==> config.mk <==
export PLATFORM = sky130hd
export DESIGN_NAME = mstr_tenure_timer
export DESIGN_NICKNAME = d
export VERILOG_FILES = /design/src/rtl/mtt_pkg.sv /design/src/rtl/mtt_lat_reg.sv /design/src/rtl/mtt_down_cnt.sv /design/src/rtl/mtt_tenure_ctl.sv /design/src/rtl/mstr_tenure_timer.sv
export SDC_FILE = /design/constraint.sdc
export NUM_CORES = 1
export LEC_CHECK = 0
export BUFFER_PORTS_ARGS = -buffer_cell sky130_fd_sc_hd__buf_4
export CAP_MARGIN = 20
export CORE_MARGIN = 1.5
export CORE_UTILIZATION = 48
export DETAILED_ROUTE_END_ITERATION = 16
export GPL_TIMING_DRIVEN = 0
export HOLD_SLACK_MARGIN = 0.06
export PLACE_DENSITY = 0.76
export SYNTH_ARGS = -nofsm -noshare
export SYNTH_HDL_FRONTEND = slang
export SYNTH_SLANG_ARGS = --single-unit
==> constraint.sdc <==
create_clock -name clk -period 2.4 [get_ports clk]
set_clock_uncertainty 0.2 [all_clocks]
set_input_delay 0.24 -clock clk [delete_from_list [all_inputs] [get_ports clk]]
set_output_delay 0.24 -clock clk [all_outputs]
set_load 0.01 [all_outputs]
==> src/rtl/mtt_pkg.sv <==
`timescale 1ns/1ps
package mtt_pkg;

   // Tenure state of the master
   typedef enum logic {
      TEN_IDLE = 1'b0,
      TEN_BUSY = 1'b1
   } ten_st_t;

   // Largest fixed read-only tenure allowed for short-burst masters
   localparam int unsigned FIXED_MAX = 16;

endpackage

==> src/rtl/mtt_lat_reg.sv <==
`timescale 1ns/1ps
module mtt_lat_reg #(
   parameter int unsigned LAT_W     = 8,
   parameter int unsigned RO_LSB    = 3,
   parameter bit          FIXED_LAT = 1'b0,
   parameter int unsigned FIXED_VAL = 16
) (
   input  logic             clk,
   input  logic             rst_n,
   input  logic             wr_en,
   input  logic [LAT_W-1:0] wr_data,
   output logic [LAT_W-1:0] lat_q
);

   localparam int unsigned HI_W = LAT_W - RO_LSB;

   if (RO_LSB < 1 || RO_LSB >= LAT_W) begin : g_bad_lsb
      $error("mtt_lat_reg: RO_LSB must lie in 1..LAT_W-1");
   end

   if (FIXED_LAT) begin : g_fixed
      if (FIXED_VAL > mtt_pkg::FIXED_MAX) begin : g_bad_val
         $error("mtt_lat_reg: fixed tenure exceeds the allowed maximum");
      end
      if ((FIXED_VAL % (1 << RO_LSB)) != 0) begin : g_bad_align
         $error("mtt_lat_reg: fixed tenure must be a multiple of the step");
      end
      logic unused_fixed;
      assign unused_fixed = ^{clk, rst_n, wr_en, wr_data};
      assign lat_q = LAT_W'(FIXED_VAL);
   end else begin : g_writable
      logic [HI_W-1:0] hi_q;
      logic            unused_lo;
      assign unused_lo = ^wr_data[RO_LSB-1:0];
      always_ff @(posedge clk) begin
         if (!rst_n) begin
            hi_q <= '0;
         end else if (wr_en) begin
            hi_q <= wr_data[LAT_W-1:RO_LSB];
         end
      end
      assign lat_q = {hi_q, {RO_LSB{1'b0}}};
   end

endmodule

==> src/rtl/mtt_down_cnt.sv <==
`timescale 1ns/1ps
module mtt_down_cnt #(
   parameter int unsigned W = 8
) (
   input  logic         clk,
   input  logic         rst_n,
   input  logic         load,
   input  logic [W-1:0] load_val,
   input  logic         run,
   output logic [W-1:0] cnt_q,
   output logic         zero
);

   always_ff @(posedge clk) begin
      if (!rst_n) begin
         cnt_q <= '0;
      end else if (load) begin
         cnt_q <= load_val;
      end else if (run && (cnt_q != '0)) begin
         cnt_q <= cnt_q - 1'b1;
      end
   end

   assign zero = (cnt_q == '0);

endmodule

==> src/rtl/mtt_tenure_ctl.sv <==
`timescale 1ns/1ps
module mtt_tenure_ctl
   import mtt_pkg::*;
(
   input  logic clk,
   input  logic rst_n,
   input  logic txn_start,
   input  logic dphase_done,
   input  logic burst_more,
   input  logic gnt,
   input  logic expired,
   output logic busy,
   output logic term,
   output logic bus_req
);

   ten_st_t st_q;
   logic    preempt;
   logic    last_phase;

   assign busy       = (st_q == TEN_BUSY);
   assign preempt    = ~gnt & expired;
   assign last_phase = ~burst_more | preempt;
   assign term       = busy & dphase_done & last_phase;
   assign bus_req    = busy | burst_more;

   always_ff @(posedge clk) begin
      if (!rst_n) begin
         st_q <= TEN_IDLE;
      end else if (txn_start) begin
         st_q <= TEN_BUSY;
      end else if (term) begin
         st_q <= TEN_IDLE;
      end
   end

endmodule

==> src/rtl/mstr_tenure_timer.sv <==
`timescale 1ns/1ps
module mstr_tenure_timer #(
   parameter int unsigned LAT_W     = 8,
   parameter int unsigned RO_LSB    = 3,
   parameter bit          FIXED_LAT = 1'b0,
   parameter int unsigned FIXED_VAL = 16
) (
   input  logic             clk,
   input  logic             rst_n,
   input  logic             lat_wr_en,
   input  logic [LAT_W-1:0] lat_wr_data,
   output logic [LAT_W-1:0] lat_rd_data,
   input  logic             gnt,
   input  logic             txn_start,
   input  logic             dphase_done,
   input  logic             burst_more,
   output logic             term,
   output logic             bus_req
);

   logic [LAT_W-1:0] lat_val;
   logic [LAT_W-1:0] cnt;
   logic             expired;
   logic             busy;

   mtt_lat_reg #(
      .LAT_W     (LAT_W),
      .RO_LSB    (RO_LSB),
      .FIXED_LAT (FIXED_LAT),
      .FIXED_VAL (FIXED_VAL)
   ) u_lat (
      .clk     (clk),
      .rst_n   (rst_n),
      .wr_en   (lat_wr_en),
      .wr_data (lat_wr_data),
      .lat_q   (lat_val)
   );

   mtt_down_cnt #(
      .W (LAT_W)
   ) u_cnt (
      .clk      (clk),
      .rst_n    (rst_n),
      .load     (txn_start),
      .load_val (lat_val),
      .run      (busy),
      .cnt_q    (cnt),
      .zero     (expired)
   );

   mtt_tenure_ctl u_ctl (
      .clk         (clk),
      .rst_n       (rst_n),
      .txn_start   (txn_start),
      .dphase_done (dphase_done),
      .burst_more  (burst_more),
      .gnt         (gnt),
      .expired     (expired),
      .busy        (busy),
      .term        (term),
      .bus_req     (bus_req)
   );

   assign lat_rd_data = lat_val;

endmodule

**Yosys cells after proc, flatten, opt, wreduce, memory -nomap -nowiden**

Cells that the tools add are included.

- Bits in registers: 14
- Input port bits: 15
- Output and inout bits: 10
- Logic and storage cells: 23

- $add $sub $neg: 1
- Multiplexer cells: 4
- Bitwise gates (word level): 8
- Reductions and logical operators: 6

Operators by type and width:

| kind | number |
|---|---|
| $mux 8 | 2 |
| $logic_not 8->1 | 1 |
| $reduce_bool 8->1 | 1 |
| $sub 8x1->8 const B | 1 |
| $reduce_bool 2->1 | 2 |
| $and 1x1->1 | 3 |
| $not 1->1 | 3 |
| $mux 1 | 2 |
| $or 1x1->1 | 2 |
| $reduce_or 2->1 | 1 |
| $logic_and 1x1->1 | 1 |

**Logic depth before layout (Yosys ltp)**

Gate-level depths: netlist of the first run.

- Depth in word-level cells: 6
- Gate-level depth with buffers: 5
- Mapped depth without buffers: 5

**Cells and area by module**

From an unflattened synthesis of the first run, not the netlist that was laid out.

- Cell total of the unflattened synthesis: 86
- Area, all modules: 787.0 um^2

Modules (own cells, without submodules):

| module | instances | cells an instance | area an instance (um^2) | seq. area each (um^2) |
|---|---|---|---|---|
| mtt_down_cnt | 1 | 58 | 508.0 | 160.2 |
| mtt_lat_reg | 1 | 20 | 219.0 | 100.1 |
| mtt_tenure_ctl | 1 | 8 | 60.1 | 20.0 |

**Worst setup path after synthesis of the first run**

No wires, ideal clock.

- Kind: register to output
- Start point: reg u_cnt.cnt_q[0]
- End point: out term
- Data arrival time: 1.520 ns
- Data required time: 1.960 ns
- Slack: 0.440 ns
- Stages on the path, launching flop included: 6
- Buffers on the path: 0
- Path through: dfxtp_1 inv_1 ha_1 nor4b_1 nand3b_1 a21oi_1

- Word-level cells in the longest chain between the ends: 4

RTL lines:

| what | line | RTL |
|---|---|---|
| start: declaration | mtt_down_cnt.sv:10 | `output logic [W-1:0] cnt_q,` |
| start signal: assignment | mtt_down_cnt.sv:18 | `cnt_q <= load_val;` |
| start signal: assignment | mtt_down_cnt.sv:20 | `cnt_q <= cnt_q - 1'b1;` |
| $logic_not 8->1 | mtt_down_cnt.sv:24 | `assign zero = (cnt_q == '0);` |
| $and 1x1->1 | mtt_tenure_ctl.sv:22 | `assign preempt = ~gnt & expired;` |
| $or 1x1->1 | mtt_tenure_ctl.sv:23 | `assign last_phase = ~burst_more \| preempt;` |
| $and 1x1->1 | mtt_tenure_ctl.sv:24 | `assign term = busy & dphase_done & last_phase;` |
| end: declaration | mstr_tenure_timer.sv:17 | `output logic term,` |

Every way passes these cells.

**Worst setup path in the final report of the first run**

Same ends and word-level chain as after synthesis.

==> results_dict.tcl, run 1 <==
set metrics [dict create \
    n_antenna_cell 0 \
    critPathMaxStageDelay_ns 0.33 \
    drc_errors 0 \
    hold_path_class "input port to flop" \
    area_growth_pct 36.47 \
    grt_pass1_vias 613 \
    ant_nets 0 \
    drv_cap 0 \
    end_kind "output pin" \
    synth_cell_types 30 \
    first_iter_violations 15 \
    path_cells "inv_1 -> ha_1 -> nor4b_4 -> nand3b_1 -> a21oi_1 -> buf_4" \
    hold_viol_final 0 \
    min_period_over_period_pct 87.12 \
    peakVddDrop_mv 0.3956 \
    ys_warn_count 0 \
    placed_cell_area_um2 913.4 \
    cts.htree.levels 1 \
    port_buffers 17 \
    grt_usage_pct 18.75 \
    grtUsageMet2_pct 28.48 \
    busiest_layer "met2" \
    netlist.area_leader.share_pct 36.96 \
    cp_data_required_time_ns 1.96 \
    die_h_um 42.75 \
    dp_cells 120 \
    synth_enable_flop_cells 0 \
    arrival_ns 1.65 \
    cts_sinks 14 \
    drt_pass1_iterations 4 \
    met1_usage_pct 24.93 \
    slew_headroom_pct 66.55 \
    setup_viol_count_final 0 \
    total_power_mw 0.5778 \
    fmax_mhz 478.3 \
    p_leak_nw 0.4585 \
    post_drt_wl_per_cell_um 12.50 \
    fin_crit_ns 2.091 \
    place.gp.congestion 0.7732 \
    fin_cells 131 \
    clock_latency_ns 0.28 \
    rsz0062_at_grt "no" \
    antenna_found_initial 0 \
    synth_seq_cells 14 \
    start_util_pct 50.92 \
    hold_ws_ns 0.08722 \
    fillers 117 \
    use_met3_pct 5.106 \
    synth_top_area_cell "dfxtp_1" \
    cts_root_buf "clkbuf_4" \
    num_io_pins 25 \
    seq_area_frac_synth_pct 36.96 \
    totalWireLength_um 1637 \
    tightest_slew_ns 0.4979 \
    ys_top_cells_by_area "dfxtp_1 37%, mux2i_1 9.2%, nor2b_1 5.8%" \
    rows 14 \
    cts_buffers 3 \
    vias 726 \
    die_w_um 42.75 \
    die-area_um2 1827 \
    path_max_fanout 6 \
    async_flop_share_pct 0 \
    synthCells 85 \
    cts_tree "yes" \
    num-nets-final 133 \
    status "complete, no violations" \
    tns_ns 0 \
    crit_buf_inv 2 \
    grt_pass1_wl_um 2594 \
    start_kind "flop" \
    slew_viol_final 0 \
    post-synth-top-count-cell "dfxtp_1" \
    clk_pin_slew_worst_paths_ns 0.08 \
    cp_slowest_cell "dfxtp_1" \
    path_class "flop to output pin" \
    place_hpwl_um 1109 \
    netlist_top_cells_count "14 x dfxtp_1, 7 x a21oi_1, 7 x mux2i_1, 7 x nor2b_1, 7 x o21ai_0" \
    synth_ff_type "dfxtp_1" \
    clk_path_buf_depth 2 \
    vias_per_cell 5.542 \
    coreArea_um2 1489 \
    power.density_nw_per_um2 558.4 \
    grt_max_degree 11 \
    grt_overflow 0 \
    synth.avg_cell_area_um2 8.920 \
    layout-drive-gt1-share_pct 26.09 \
    crit_family "simple AND/OR/NAND/NOR gates" \
    netlist_area_um2 758.2 \
    design_area_um2 1035 \
]
==> where the power goes <==
part	switching (mW)	internal, mW
registers	0.0185	0.248
clock network	0.0795	0.0923
logic	0.0625	0.0770
total	0.160	0.417
==> cell families after synthesis <==
| kind of cell | count (synthesis) | synth area share (%) |
|---|---|---|
| simple gates | 28 | 24.59 |
| compound gates | 23 | 18.98 |
| flops | 14 | 36.96 |
| buf+inv | 10 | 6.436 |
| mux | 7 | 9.241 |
| fa+ha+maj | 2 | 3.300 |
| other cells | 1 | 0.4946 |
==> flip-flops by register name (all words and copies together), names as in the netlist <==
register               cells
u_cnt.cnt_q                8
u_lat.g_writable.hi_q      5
u_ctl.busy                 1
==> timing repair <==
action / 4_1_cts / 5_1_grt
gates resized for setup: 1 / 1
endpoints found under the hold margin: 8 / 0
hold buffers: 7 / 0
setup endpoints to repair: 1 / 1
buffers inserted: 0 / 0
==> stage by stage <==
| stage | utilization, % | setup slack, ns |
|---|---|---|
| 5_1_grt | 69.50 | 0.09750 |
| 3_3_place_gp | 61.34 | 0.1434 |
| 3_5_place_dp | 61.34 | 0.2089 |
| 4_1_cts | 68.91 | 0.1986 |
| 2_1_floorplan | - | 0.4400 |
| 6_report | 69.50 | 0.3091 |
==> final timing paths <==
kind	startpoint	end	slack, ns	cells past startpoint
setup / recovery	u_cnt.cnt_q[0]	term	0.31	6
hold / removal	gnt	u_ctl.busy	0.09	3
setup reg to reg	u_ctl.busy	u_cnt.cnt_q[7]	0.49	3
hold reg to reg	u_cnt.cnt_q[0]	u_cnt.cnt_q[0]	0.28	2
==> layout by cell type, fill, tap and decap left out, types with 4 or more instances in the layout <==
master,netlist,final
buf_4,3,20
dfxtp_1,14,14
o21ai_0,7,7
a21oi_1,7,7
inv_1,5,5
mux2i_1,7,7
nor2b_1,7,7
dlygate4sd3_1,0,7
nand2_1,4,4
==> final cells by class <==
class,instances,area (um^2),area share [%]
multi-input cells,63,451.7,43.65
flip-flops and latches,14,280.3,27.09
repair buffers,24,197.7,19.11
clock buffers,4,36.28,3.507
plain buffers,5,30.03,2.902
well taps,16,20.02,1.935
inverters,5,18.77,1.814
==> routing by layer <==
layer / share of wire [%] / up-vias
li1: - / 366
met1: 46 / 326
met2: 47 / 30
met3: 5.9 / 4
met4: 1.0 / 0
met5: 0 / -
==> worst min-delay path: stages <==
cell and delay [ns]:
buf_4 0.07, nand3b_1 0.11, a22o_1 0.12
Power figures use the tool's default switching activity.
==> run 2: changes to the inputs <==
Settings changed: CORE_MARGIN 1.5 to unset.
==> run 2 against run 1 <==
Total power up 0.40%. Non-clock buffer count unchanged. Largest power group unchanged. Register-to-register slack better by 0.03 ns. Cell area down 0.12%. Maximum frequency down 3.6%. First-iteration DRC count down 13%. Sequential power about the same.
==> results_dict.tcl, run 2 (synthesis gave the netlist of run 1 again) <==
set metrics [dict create \
    combPwrFrac_pct 24.4 \
    dp_cells 119 \
    setup_ws_ns 0.2310 \
    min_period_over_period_pct 90.37 \
    setup_viol_count_final 0 \
    p_leak_nw 0.4585 \
    die_w_um 41.75 \
    design_area_um2 1033 \
    ant_nets 0 \
    hold_depth 3 \
    cts_sinks 14 \
    reg2reg_to "u_cnt.cnt_q[7]" \
    clk_pin_slew_worst_paths_ns 0.08 \
    power_switching_mw 0.1625 \
    cp_num_cells 6 \
    vias 720 \
    clock_latency_ns 0.29 \
    grt_max_degree 11 \
    hold_path_class "input port to flop" \
    grt_usage_pct 19.84 \
    first_iter_violations 13 \
    drv_cap 0 \
    start_kind "flop" \
    fin_cells 130 \
    end_kind "output pin" \
    crit_path_end "term" \
    rsz0062_at_grt "no" \
    totalWireLength_um 1723 \
    r2r_setup_slack_ns 0.52 \
    path_cells "inv_1 -> ha_1 -> nor4b_4 -> nand3b_1 -> a21oi_1 -> buf_4" \
    placed_cell_area_um2 912.1 \
    num_io_pins 25 \
    grt_pass1_wl_um 2594 \
    cts_root_buf "clkbuf_4" \
    die-area_um2 1743 \
    cp-startpoint "u_cnt.cnt_q[0]" \
    drt_pass1_iterations 4 \
    port_buffers 17 \
    layout-drive-gt1-share_pct 26.09 \
    coreArea_um2 1383 \
    swShare_pct 28.01 \
    antenna_found_initial 0 \
    area_growth_pct 36.30 \
    ff2ff_path_depth 3 \
    p_clk_share_pct 29.7 \
    tns_ns 0 \
    largest_reg_flops 8 \
    hold_viol_final 0 \
    internal-power_mw 0.4176 \
    path_class "flop to output pin" \
    n_antenna_cell 0 \
    largest-register "u_cnt.cnt_q" \
    layout_commonest_cell "buf_4" \
    critPathMaxStageDelay_ns 0.35 \
    tightest_slew_ns 0.4921 \
    num-nets-final 133 \
    rows 13 \
    drc_errors 0 \
    status "complete, no violations" \
    peakVddDrop_mv 0.3621 \
    cts_buffers 3 \
    total_power_mw 0.5801 \
    die_h_um 41.75 \
    post_drt_wl_per_cell_um 13.25 \
    crit_buf_inv 2 \
    path_max_fanout 6 \
    slew_headroom_pct 66.94 \
    cts.htree.levels 1 \
    fmax_mhz 461.0 \
    cts_setup_buffers 0 \
    place_hpwl_um 1114 \
    power.density_nw_per_um2 561.3 \
    final_cell_mix "20 x buf_4, 14 x dfxtp_1" \
    grt_pass1_vias 583 \
    vias_per_cell 5.538 \
    r2r-start "u_cnt.cnt_q[2]" \
    fin_crit_ns 2.169 \
    place_ws_ns 0.2039 \
    cts_tree "yes" \
    cp_slowest_cell "nor4b_4" \
    slew_viol_final 0 \
    grt_overflow 0 \
    clk_path_buf_depth 2 \
    start_util_pct 54.84 \
    cp_data_required_time_ns 1.96 \
    p_seq_share_pct 45.9 \
    place.gp.congestion 0.7877 \
    arrival_ns 1.73 \
    crit_family "simple AND/OR/NAND/NOR gates" \
]
## run 2: metrics by stage
step	hold WS [ns]	utilization, %
after detailed placement	0.2723	65.97
after global placement	0.2632	65.97
after floorplan	0.1726	-
after global routing	0.1073	74.75
final	0.09350	74.75
after CTS	0.09380	74.12
## run 2: worst min path at each step
stage / slack, ns / startpoint / end
6_report: 0.09 / gnt / u_ctl.busy
5_1_grt: 0.11 / gnt / u_ctl.busy
2_1_floorplan: 0.17 / rst_n / u_ctl.busy
3_3_place_gp: 0.26 / u_cnt.cnt_q[0] / u_cnt.cnt_q[0]
4_1_cts: 0.09 / gnt / u_ctl.busy
3_5_place_dp: 0.27 / u_cnt.cnt_q[0] / u_cnt.cnt_q[0]
## run 2: worst reg2reg max path: cells and delay by family, from the launching register on
| kind | cells | cell delay [ns] |
|---|---|---|
| and+or+nand+nor | 2 | 1.08 |
| DFF | 1 | 0.38 |
| AOI/OAI and AO/OA | 1 | 0.16 |
## run 2: repair_timing
action	4_1_cts	5_1_grt
hold buffers	7	0
setup endpoints to repair	1	1
gates cloned	0	0
endpoints found under the hold margin	8	0
gates resized for setup	1	1
## run 2: layout make-up
type / instances / area (um^2)
inverter: 5 / 18.77
timing repair buffer: 24 / 197.7
sequential: 14 / 280.3
fill: 107 / 349.1
tap: 15 / 18.77
clock buffer: 4 / 36.28
buffer: 5 / 30.03
multi-input combinational: 63 / 451.7
## run 2: routing by layer
| metal | wire length, um | vias up | global-route usage (%) |
|---|---|---|---|
| li1 | - | 364 | - |
| met1 | 763 | 312 | 24.06 |
| met2 | 776 | 37 | 32.19 |
| met3 | 123 | 7 | 2.609 |
| met4 | 59 | 0 | 13.55 |
| met5 | 0 | - | 0 |
## run 2: power groups by stage
stage	combinational, mW	clock (mW)	sequential [mW]
after floorplan	0.0830	0	0.268
after global placement	0.123	0	0.269
after detailed placement	0.124	0	0.269
after CTS	0.136	0.175	0.265
after global routing	0.154	0.184	0.268
final	0.141	0.172	0.267
